==> src/rtl/uart_hreg_pkg.sv <==
// Package: shared constants for the UART host register block.
// Assumes word-addressed registers at byte offsets 0,4,8,12,16,20.
package uart_hreg_pkg;
    localparam int NFLAG    = 6;
    // flag positions in the status word
    localparam int F_RRDY   = 0;
    localparam int F_TRDY   = 1;
    localparam int F_OE     = 2;
    localparam int F_BRK    = 3;
    localparam int F_FE     = 4;
    localparam int F_PE     = 5;
    // word index decoded from bus_addr[4:2]
    localparam logic [2:0] W_DATA = 3'd0;
    localparam logic [2:0] W_CTRL = 3'd1;
    localparam logic [2:0] W_BAUD = 3'd2;
    localparam logic [2:0] W_CMD  = 3'd3;
    localparam logic [2:0] W_STAT = 3'd4;
    localparam logic [2:0] W_ID   = 3'd5;
    // command bits beyond the per-flag set/clear group
    localparam int C_POP    = 10;
    localparam int C_RXCLR  = 11;
    localparam int C_TXCLR  = 12;
    localparam int C_TRDYC  = 13;
    localparam int C_TRDYS  = 14;
    localparam int C_SETOFS = 5;   // set bits follow the clear bits
    // control word fields
    localparam int CTRL_W   = 26;
    localparam int K_FRM_LO = 6;
    localparam int K_DLY_LO = 14;
    localparam int K_THR_LO = 22;
    localparam int BAUD_W   = 16;

    // Order of the five receive flags within the set/clear groups.
    function automatic int rx_flag_at(input int slot);
        case (slot)
            0:       return F_RRDY;
            1:       return F_OE;
            2:       return F_BRK;
            3:       return F_FE;
            default: return F_PE;
        endcase
    endfunction
endpackage

==> src/rtl/uart_flag_bank.sv <==
// Module: uart_flag_bank
// A row of sticky flags. Each flag is set by software or hardware and
// cleared by software. A set request in the same cycle beats a clear.
// Assumes every request is a single-cycle strobe.
module uart_flag_bank #(
    parameter int NF = 6
) (
    input  logic          clk,
    input  logic          rst_n,
    input  logic [NF-1:0] sw_set,
    input  logic [NF-1:0] sw_clr,
    input  logic [NF-1:0] hw_set,
    output logic [NF-1:0] flags
);
    for (genvar i = 0; i < NF; i++) begin : g_flag
        // one flag: set dominates clear, otherwise hold
        always_ff @(posedge clk) begin
            if (!rst_n)                      flags[i] <= 1'b0;
            else if (sw_set[i] || hw_set[i]) flags[i] <= 1'b1;
            else if (sw_clr[i])              flags[i] <= 1'b0;
        end
    end
endmodule

==> src/rtl/uart_rdy_gen.sv <==
// Module: uart_rdy_gen
// Makes the one-cycle hardware set requests for receive-ready and
// transmit-ready. Receive-ready waits a programmed number of bit ticks
// after the receive FIFO becomes non-empty. Transmit-ready follows the
// transmit fill reaching a threshold. Both requests fire on the rising
// edge of their condition.
// Assumes bit_tick is a single-cycle pulse.
module uart_rdy_gen #(
    parameter int CNT_W = 5,
    parameter int DLY_W = 8,
    parameter int THR_W = 4
) (
    input  logic             clk,
    input  logic             rst_n,
    input  logic [CNT_W-1:0] rx_count,
    input  logic [CNT_W-1:0] tx_count,
    input  logic             bit_tick,
    input  logic [DLY_W-1:0] rx_delay,
    input  logic [THR_W-1:0] tx_thr,
    output logic             rx_rise,
    output logic             tx_rise
);
    localparam int CMP_W = (CNT_W > THR_W) ? CNT_W : THR_W;
    localparam logic [DLY_W-1:0] DLY_MAX = {DLY_W{1'b1}};

    logic [DLY_W-1:0] dly_cnt;
    logic             rx_cond, tx_cond, rx_cond_q, tx_cond_q;
    logic [CMP_W-1:0] tx_fill_x, tx_thr_x;

    // bit-time counter: cleared while empty, saturating count otherwise
    always_ff @(posedge clk) begin
        if (!rst_n || rx_count == '0)           dly_cnt <= '0;
        else if (bit_tick && dly_cnt != DLY_MAX) dly_cnt <= dly_cnt + 1'b1;
    end

    // ready conditions on common-width operands
    always_comb begin
        tx_fill_x = CMP_W'(tx_count);
        tx_thr_x  = CMP_W'(tx_thr);
        rx_cond   = (rx_count != '0) && (dly_cnt >= rx_delay);
        tx_cond   = (tx_fill_x <= tx_thr_x);
    end

    // previous-cycle copies for edge detection
    always_ff @(posedge clk) begin
        if (!rst_n) begin
            rx_cond_q <= 1'b0;
            tx_cond_q <= 1'b0;
        end else begin
            rx_cond_q <= rx_cond;
            tx_cond_q <= tx_cond;
        end
    end

    assign rx_rise = rx_cond & ~rx_cond_q;
    assign tx_rise = tx_cond & ~tx_cond_q;
endmodule

==> src/rtl/uart_hostregs.sv <==
// Module: uart_hostregs (top)
// Host register front end of a FIFO-buffered UART. It decodes word
// writes, holds the control and baud words, drives the flags from the
// command word and the receiver events, and combines the enabled flags
// into irq. Reads are combinational on bus_addr.
// Assumes one write per bus_wr cycle and FIFO counts of at most 16.
module uart_hostregs
    import uart_hreg_pkg::*;
#(
    parameter int          FIFO_DEPTH = 16,
    parameter int          DLY_W      = 8,
    parameter int          THR_W      = 4,
    parameter logic [31:0] ID_WORD    = 32'h5A17_0001,
    localparam int         CNT_W      = $clog2(FIFO_DEPTH) + 1
) (
    input  logic             clk,
    input  logic             rst_n,
    input  logic             bus_wr,
    input  logic [4:0]       bus_addr,
    input  logic [31:0]      bus_wdata,
    output logic [31:0]      bus_rdata,
    input  logic [7:0]       rx_head,
    input  logic [CNT_W-1:0] rx_count,
    input  logic [CNT_W-1:0] tx_count,
    input  logic             bit_tick,
    input  logic             ev_overrun,
    input  logic             ev_break,
    input  logic             ev_frame,
    input  logic             ev_parity,
    output logic             irq,
    output logic             rx_pop,
    output logic             rx_flush,
    output logic             tx_flush,
    output logic             tx_push,
    output logic [7:0]       tx_byte,
    output logic [7:0]       frame_cfg,
    output logic [15:0]      baud_cfg
);
    localparam int RXC_LO = NFLAG;
    localparam int TXC_LO = NFLAG + CNT_W;
    localparam int STAT_W = NFLAG + 2 * CNT_W;

    logic [2:0]        widx;
    logic              we_data, we_ctrl, we_baud, we_cmd;
    logic [CTRL_W-1:0] ctrl_q;
    logic [BAUD_W-1:0] baud_q;
    logic [NFLAG-1:0]  sw_set, sw_clr, hw_set, flags, ie_mask;
    logic              rx_rise, tx_rise;
    logic [STAT_W-1:0] status;

    // write decode
    always_comb begin
        widx    = bus_addr[4:2];
        we_data = bus_wr && (widx == W_DATA);
        we_ctrl = bus_wr && (widx == W_CTRL);
        we_baud = bus_wr && (widx == W_BAUD);
        we_cmd  = bus_wr && (widx == W_CMD);
    end

    // control and baud storage
    always_ff @(posedge clk) begin
        if (!rst_n) begin
            ctrl_q <= '0;
            baud_q <= '0;
        end else begin
            if (we_ctrl) ctrl_q <= bus_wdata[CTRL_W-1:0];
            if (we_baud) baud_q <= bus_wdata[BAUD_W-1:0];
        end
    end

    // command word to per-flag requests, and enable bits to flag order
    always_comb begin
        sw_set = '0;
        sw_clr = '0;
        ie_mask = '0;
        for (int s = 0; s < 5; s++) begin
            sw_clr[rx_flag_at(s)]  = we_cmd && bus_wdata[s];
            sw_set[rx_flag_at(s)]  = we_cmd && bus_wdata[s + C_SETOFS];
            ie_mask[rx_flag_at(s)] = ctrl_q[s];
        end
        sw_clr[F_TRDY]  = we_cmd && bus_wdata[C_TRDYC];
        sw_set[F_TRDY]  = we_cmd && bus_wdata[C_TRDYS];
        ie_mask[F_TRDY] = ctrl_q[5];
    end

    // hardware set requests
    always_comb begin
        hw_set         = '0;
        hw_set[F_RRDY] = rx_rise;
        hw_set[F_TRDY] = tx_rise;
        hw_set[F_OE]   = ev_overrun;
        hw_set[F_BRK]  = ev_break;
        hw_set[F_FE]   = ev_frame;
        hw_set[F_PE]   = ev_parity;
    end

    uart_flag_bank #(.NF(NFLAG)) u_flags (
        .clk    (clk),
        .rst_n  (rst_n),
        .sw_set (sw_set),
        .sw_clr (sw_clr),
        .hw_set (hw_set),
        .flags  (flags)
    );

    uart_rdy_gen #(.CNT_W(CNT_W), .DLY_W(DLY_W), .THR_W(THR_W)) u_rdy (
        .clk      (clk),
        .rst_n    (rst_n),
        .rx_count (rx_count),
        .tx_count (tx_count),
        .bit_tick (bit_tick),
        .rx_delay (ctrl_q[K_DLY_LO +: DLY_W]),
        .tx_thr   (ctrl_q[K_THR_LO +: THR_W]),
        .rx_rise  (rx_rise),
        .tx_rise  (tx_rise)
    );

    // one-cycle FIFO requests, registered off the write
    always_ff @(posedge clk) begin
        if (!rst_n) begin
            rx_pop   <= 1'b0;
            rx_flush <= 1'b0;
            tx_flush <= 1'b0;
            tx_push  <= 1'b0;
            tx_byte  <= '0;
        end else begin
            rx_pop   <= we_cmd && bus_wdata[C_POP];
            rx_flush <= we_cmd && bus_wdata[C_RXCLR];
            tx_flush <= we_cmd && bus_wdata[C_TXCLR];
            tx_push  <= we_data;
            if (we_data) tx_byte <= bus_wdata[7:0];
        end
    end

    // status word assembly and read mux
    always_comb begin
        status = '0;
        status[NFLAG-1:0]         = flags;
        status[RXC_LO +: CNT_W]   = rx_count;
        status[TXC_LO +: CNT_W]   = tx_count;
        case (widx)
            W_DATA:  bus_rdata = {24'b0, rx_head};
            W_CTRL:  bus_rdata = 32'(ctrl_q);
            W_BAUD:  bus_rdata = 32'(baud_q);
            W_STAT:  bus_rdata = 32'(status);
            W_ID:    bus_rdata = ID_WORD;
            default: bus_rdata = '0;
        endcase
    end

    assign irq       = |(flags & ie_mask);
    assign frame_cfg = ctrl_q[K_FRM_LO +: 8];
    assign baud_cfg  = baud_q;
endmodule

==> config.mk <==
export PLATFORM = sky130hd
export DESIGN_NAME = uart_hostregs
export DESIGN_NICKNAME = d
export VERILOG_FILES = /design/src/rtl/uart_hreg_pkg.sv /design/src/rtl/uart_flag_bank.sv /design/src/rtl/uart_rdy_gen.sv /design/src/rtl/uart_hostregs.sv
export SDC_FILE = /design/constraint.sdc
export NUM_CORES = 1
export LEC_CHECK = 0
export BUFFER_PORTS_ARGS = -buffer_cell sky130_fd_sc_hd__clkbuf_2
export CAP_MARGIN = 20
export CORE_AREA = 2 2 97 75
export DETAILED_ROUTE_END_ITERATION = 10
export DIE_AREA = 0 0 99 77
export PLACE_DENSITY = 0.84
export REMOVE_ABC_BUFFERS = 1
export SLEW_MARGIN = 10
export SYNTH_ARGS = -nofsm -noshare
export SYNTH_HDL_FRONTEND = slang
export SYNTH_SLANG_ARGS = --single-unit
==> constraint.sdc <==
create_clock -name clk -period 2.4 [get_ports clk]
set_input_delay 0.24 -clock clk [delete_from_list [all_inputs] [get_ports clk]]
set_output_delay 0.24 -clock clk [all_outputs]
set_load 0.02 [all_outputs]
==> flow_metrics.py, run 1 <==
metrics = {
    "clock_network": {
        "cts_hold_buf": 0,
        "clkTransAtPathRegs_ns": 0.08,
        "post_cts_resized": 0,
        "post_cts_buffers": 0,
        "clk_latency_ns": 0.34,
        "cts_buffers": 9,
        "htreeDepth": 3,
        "clockBufferDepth": 2,
        "cts_tree": "built",
        "root_buffer": "clkbuf_8",
        "clock_sinks": 70,
    },
    "placement": {
        "numPlacedInstances": 635,
        "place.gp.congestion": 0.8727,
        "place_ws_ns": 0.5406,
        "place_hpwl_um": 7483,
        "portBuffers": 120,
    },
    "logic_synthesis": {
        "synthDistinctLibCells": 41,
        "async_reset_ff_share_pct": 0,
        "ys_top_cells_by_area": "dfxtp_1 41%, nand2_1 13%, a21oi_1 9.6%",
        "synth-xor-area-share_pct": 0.5076,
        "yosysTopAreaCell": "dfxtp_1",
        "synthesis.area_mm2": 0.003451,
        "synth_compound_area_share_pct": 19.40,
        "ys_seq_area_share_pct": 40.61,
        "synth_fa_ha_area_share_pct": 4.714,
        "synth_enable_flop_cells": 0,
        "synthMuxAreaShare_pct": 2.901,
        "synth-simple-area-share_pct": 23.21,
        "synth_warnings": 0,
        "synthCells": 453,
        "ys_seq_elements": 70,
        "synth_ff_type": "dfxtp_1",
        "synth_top_family_by_area": "simple AND/OR/NAND/NOR gates",
        "syn-mean-instance-area_um2": 7.618,
        "synth_top_area_share_pct": 40.61,
    },
    "sta": {
        "fin_crit_sh_pct": 75.19,
        "final_max_slew_viol_count": 0,
        "timing.final.crit_period_ns": 1.805,
        "max_slew_margin_pct": 57.66,
        "finalSetupViolations": 0,
        "finalClockSkew_ns": 0.004633,
        "tightest_slew_ns": 0.6351,
        "clock.fmax_mhz": 554.1,
        "fin_ws_ns": 0.5954,
        "fin_tns_setup_ns": 0,
        "hold_viol": 0,
        "rsz0062_at_grt": "no",
    },
    "die": {
        "core_area_mm2": 0.006669,
        "fp.dieW_um": 99,
        "ios": 132,
        "start_util_pct": 51.74,
        "num_rows": 26,
        "dieArea_mm2": 0.007623,
        "die_h_um": 77,
    },
    "cells_and_area": {
        "areaGrowthSynthToFinish_pct": 23.17,
        "stdcell_count": 651,
        "final_nets": 638,
        "final_common_cell": "nand2_1",
        "final_core_util_pct": 63.73,
        "final_cell_mix": "123 x nand2_1, 120 x clkbuf_2, 70 x dfxtp_1",
        "diodes": 0,
        "drive_above_1_share_pct": 27.51,
    },
    "critical_path": {
        "cp.required_ns": 2.16,
        "crit_path_max_fanout": 12,
        "crit_arrival_ns": 1.56,
        "crit_path_end_kind": "output port",
        "start_kind": "input pin",
        "path_class": "input pin to output port",
    },
    "power_and_ir_drop": {
        "cellPowerDensity_mw_per_mm2": 602.3,
        "power_mw": 2.560,
        "ir_drop_mv": 0.2981,
        "leakage_nw": 1.827,
    },
    "routing": {
        "wl_per_cell_um": 15.59,
        "drtPass1Iterations": 5,
        "wl_um": 10150,
        "remaining_drc_errors": 0,
        "ant_nets": 0,
        "via_per_inst": 5.662,
        "drt_iter0_markers": 284,
        "vias": 3686,
    },
    "hold_path": {
        "hp-class": "input pin to register",
    },
    "job": {
        "drv_cap": 0,
    },
    "grt": {
        "grt_first_pass_wirelength_um": 16230,
        "grt_max_degree": 33,
        "grt_pass1_vias": 3396,
        "grt_util_all_layers_pct": 26.46,
        "grt_overflow": 0,
        "antenna_found_initial": 0,
    },
    "status": {
        "status": "completed",
    },
}
sequential cells by signal, indices dropped and copies added (netlist names):
| name | count |
|---|---|
| ctrl_q | 26 |
| baud_cfg | 16 |
| tx_byte | 8 |
| u_rdy.dly_cnt | 8 |
| u_flags.flags | 6 |
| rx_flush | 1 |
| rx_pop | 1 |
| tx_flush | 1 |
| tx_push | 1 |
| u_rdy.rx_cond_q | 1 |
| u_rdy.tx_cond_q | 1 |
report_power, final:
group	total [mW]	internal [mW]	switching [mW]
sequential	1.23	1.20	0.0289
combinational	0.341	0.128	0.213
clock	0.993	0.535	0.459
total	2.56	1.86	0.701
routing by layer:
| layer | GRT usage, % | share of wire [%] |
|---|---|---|
| met2 | 42.30 | 47 |
| met4 | 7.260 | 1.5 |
| met5 | 0 | 0 |
| met3 | 8.842 | 10 |
| met1 | 34.24 | 41 |
worst max-delay path: stages:
cell and delay, ns:
clkbuf_2 0.21, inv_1 0.18, nor2_1 0.16, buf_4 0.22, a22oi_1 0.08, o21ai_0 0.23, clkbuf_2 0.22
synth_stat cells (2+ instances only):
cell type,n
a211oi_1,4
a21oi_1,66
a221oi_1,4
a22oi_1,13
a31oi_1,2
and3_1,5
buf_2,11
buf_4,14
buf_6,3
clkbuf_1,11
dfxtp_1,70
ha_1,13
inv_1,16
mux2i_1,10
nand2_1,123
nand2b_1,2
nand3_1,2
nand4_1,6
nor2_1,26
nor2b_1,3
nor3_1,7
o21ai_0,20
o32ai_1,2
or3_1,3
metrics by stage:
step / hold WS (ns) / cell area, um^2
2_1_floorplan: 0.3193 / 3223
3_3_place_gp: 0.4262 / 4041
3_5_place_dp: 0.4344 / 4041
4_1_cts: 0.07664 / 4250
5_1_grt: 0.08452 / 4250
6_report: 0.09168 / 4250
final cells by class:
cell class                      instances  area, um^2
Clock buffer                           11       151.4
Clock inverter                          5       57.56
Fill cell                             584        2419
Inverter                               16       60.06
Multi-Input combinational cell        330        1762
Sequential cell                        70        1401
Tap cell                               84       105.1
Timing Repair Buffer                  135       713.2
cell families after synthesis:
kind of cell	after synthesis
DFF	70
and+or+nand+nor	185
AOI/OAI and AO/OA	117
buffers and inverters	55
other	1
muxes	10
adders and majority gates	13
xor gates and xnor gates	2
final timing paths:
path | startpoint | to | slack (ns) | cells after the start
worst max-delay path | bus_addr[4] | bus_rdata[9] | 0.60 | 7
worst min-delay path | tx_count[4] | u_rdy.tx_cond_q | 0.09 | 2
worst max register to register | u_rdy.dly_cnt[1] | u_rdy.dly_cnt[1] | 0.65 | 5
worst min register to register | u_rdy.rx_cond_q | u_flags.flags[0] | 0.45 | 1
(Power assumes the default switching activity.)
==> run 2, diff against run 1 <==
--- a/config.mk
+++ b/config.mk
@@ -7,10 +7,10 @@
 export LEC_CHECK = 0
 export BUFFER_PORTS_ARGS = -buffer_cell sky130_fd_sc_hd__clkbuf_2
 export CAP_MARGIN = 20
-export CORE_AREA = 2 2 97 75
+export CORE_AREA = 2 2 106 82
 export DETAILED_ROUTE_END_ITERATION = 10
-export DIE_AREA = 0 0 99 77
-export PLACE_DENSITY = 0.84
+export DIE_AREA = 0 0 108 84
+export PLACE_DENSITY = 0.75
 export REMOVE_ABC_BUFFERS = 1
 export SLEW_MARGIN = 10
 export SYNTH_ARGS = -nofsm -noshare
==> constraint.sdc (replaced) <==
create_clock -name clk -period 1.6 [get_ports clk]
set_input_delay 0.16 -clock clk [delete_from_list [all_inputs] [get_ports clk]]
set_output_delay 0.16 -clock clk [all_outputs]
set_load 0.02 [all_outputs]
==> flow_metrics.py, run 2 (same netlist as run 1, synthesis figures left out) <==
metrics = {
    "status": {
        "status": "completed",
    },
    "power_and_ir_drop": {
        "p_sw_share_pct": 26.03,
        "clkPwrFrac_pct": 40.7,
        "p_int_mw": 2.971,
        "p_seq_share_pct": 45.7,
        "leakage_nw": 1.921,
        "power_frac_comb_pct": 13.5,
        "power_mw": 4.017,
        "power.switching_mw": 1.046,
        "ir_drop_mv": 0.4520,
        "cellPowerDensity_mw_per_mm2": 906.4,
    },
    "cells_and_area": {
        "stdcell_count": 688,
        "final_cell_mix": "123 x nand2_1, 120 x clkbuf_2, 70 x dfxtp_1",
        "largest_register_ffs": 26,
        "diodes": 0,
        "final_core_util_pct": 54.28,
        "final_nets": 651,
        "nFillCells": 800,
        "areaGrowthSynthToFinish_pct": 28.43,
        "regMostFlops": "ctrl_q",
        "final_common_cell": "nand2_1",
        "drive_above_1_share_pct": 30.00,
    },
    "routing": {
        "ant_nets": 0,
        "vias": 3590,
        "remaining_drc_errors": 0,
        "via_per_inst": 5.218,
        "drtPass1Iterations": 5,
        "wl_per_cell_um": 15.13,
        "wl_um": 10410,
        "drt_iter0_markers": 312,
    },
    "sta": {
        "timing.final.crit_period_ns": 1.479,
        "fin_crit_sh_pct": 92.42,
        "hold_viol": 0,
        "clock.fmax_mhz": 676.3,
        "finalSetupViolations": 0,
        "tightest_slew_ns": 0.5969,
        "rsz0062_at_grt": "no",
        "finalClockSkew_ns": 0.002657,
        "max_slew_margin_pct": 60.17,
        "final_max_slew_viol_count": 0,
    },
    "clock_network": {
        "cts_buffers": 9,
        "clk_latency_ns": 0.34,
        "cts_tree": "built",
        "clock_sinks": 70,
        "cts_hold_buf": 0,
        "root_buffer": "clkbuf_8",
        "clkTransAtPathRegs_ns": 0.08,
        "post_cts_buffers": 0,
        "clockBufferDepth": 2,
        "htreeDepth": 3,
    },
    "grt": {
        "grt_max_degree": 39,
        "antenna_found_initial": 0,
        "grt_util_all_layers_pct": 23.35,
        "grt_first_pass_wirelength_um": 16500,
        "grt_overflow": 0,
        "grt_pass1_vias": 3387,
    },
    "die": {
        "dieArea_mm2": 0.009072,
        "start_util_pct": 42.27,
        "die_h_um": 84,
        "ios": 132,
        "num_rows": 29,
        "fp.dieW_um": 108,
        "core_area_mm2": 0.008164,
    },
    "critical_path": {
        "path_class": "register to register",
        "crit_arrival_ns": 1.70,
        "crit_path_end_kind": "register",
        "crit_start": "ctrl_q[16]",
        "cp.required_ns": 1.82,
        "crit_path_max_fanout": 2,
        "start_kind": "register",
        "r2r_start": "ctrl_q[16]",
    },
    "hold_path": {
        "min_from": "bus_wdata[22]",
        "hp-class": "input pin to register",
    },
    "placement": {
        "place_hpwl_um": 7655,
        "place.gp.congestion": 0.9180,
        "portBuffers": 120,
        "numPlacedInstances": 672,
    },
    "job": {
        "drv_cap": 0,
    },
}
[run 2: routing by layer]
metal	vias to the layer above	share of wire, %	wire length [um]	global-route usage (%)
li1	1771	-	-	-
met1	1678	46	4781	31.30
met2	131	47	4872	36.13
met3	10	6.1	633	5.230
met4	0	1.2	122	9.674
met5	-	0	0	0
[run 2: timing repair]
action                                  4_1_cts  5_1_grt
pin swaps                                     0        2
gates resized for setup                       1        6
endpoints found under the setup margin        1        8
[run 2: power by group through the flow]
stage	clock network (mW)	logic [mW]	registers (mW)
after global routing	1.74	0.599	1.84
after detailed placement	0	0.536	1.88
after global placement	0	0.526	1.87
after floorplan	0	0.243	1.89
after CTS	1.67	0.541	1.84
final	1.64	0.544	1.84
[run 2: worst max-delay path, stage by stage, from the launching register on]
cell	delay (ns)
dfxtp_1	0.33
inv_1	0.05
ha_1	0.31
a211oi_2	0.21
o21ai_1	0.13
a211oi_2	0.24
o32ai_1	0.10
[run 2: worst paths after layout]
kind	endpoint	slack (ns)	cells past startpoint
max	u_flags.flags[0]	0.12	6
min	ctrl_q[22]	0.03	3
max reg2reg	u_flags.flags[0]	0.12	6
min reg2reg	u_flags.flags[0]	0.44	1
[run 2: layout make-up]
type,count,area (um^2),share of cell area [%]
Clock inverter,5,81.33,1.835
Multi-Input combinational cell,330,1779,40.15
Inverter,16,60.06,1.355
Sequential cell,70,1401,31.62
Tap cell,108,135.1,3.049
Timing Repair Buffer,148,823.3,18.58
Clock buffer,11,151.4,3.416
[run 2: per-stage QoR]
stage / instance area, um^2 / setup TNS [ns] / setup slack, ns / hold slack, ns
after CTS: 4419 / 0 / 0.02622 / 0.01856
after detailed placement: 4182 / -0.03029 / -0.03029 / 0.3882
after floorplan: 3223 / 0 / 0.08799 / 0.2393
after global routing: 4432 / 0 / 0.008705 / 0.02640
after global placement: 4182 / 0 / 0.007747 / 0.3865
final: 4432 / 0 / 0.1213 / 0.03154
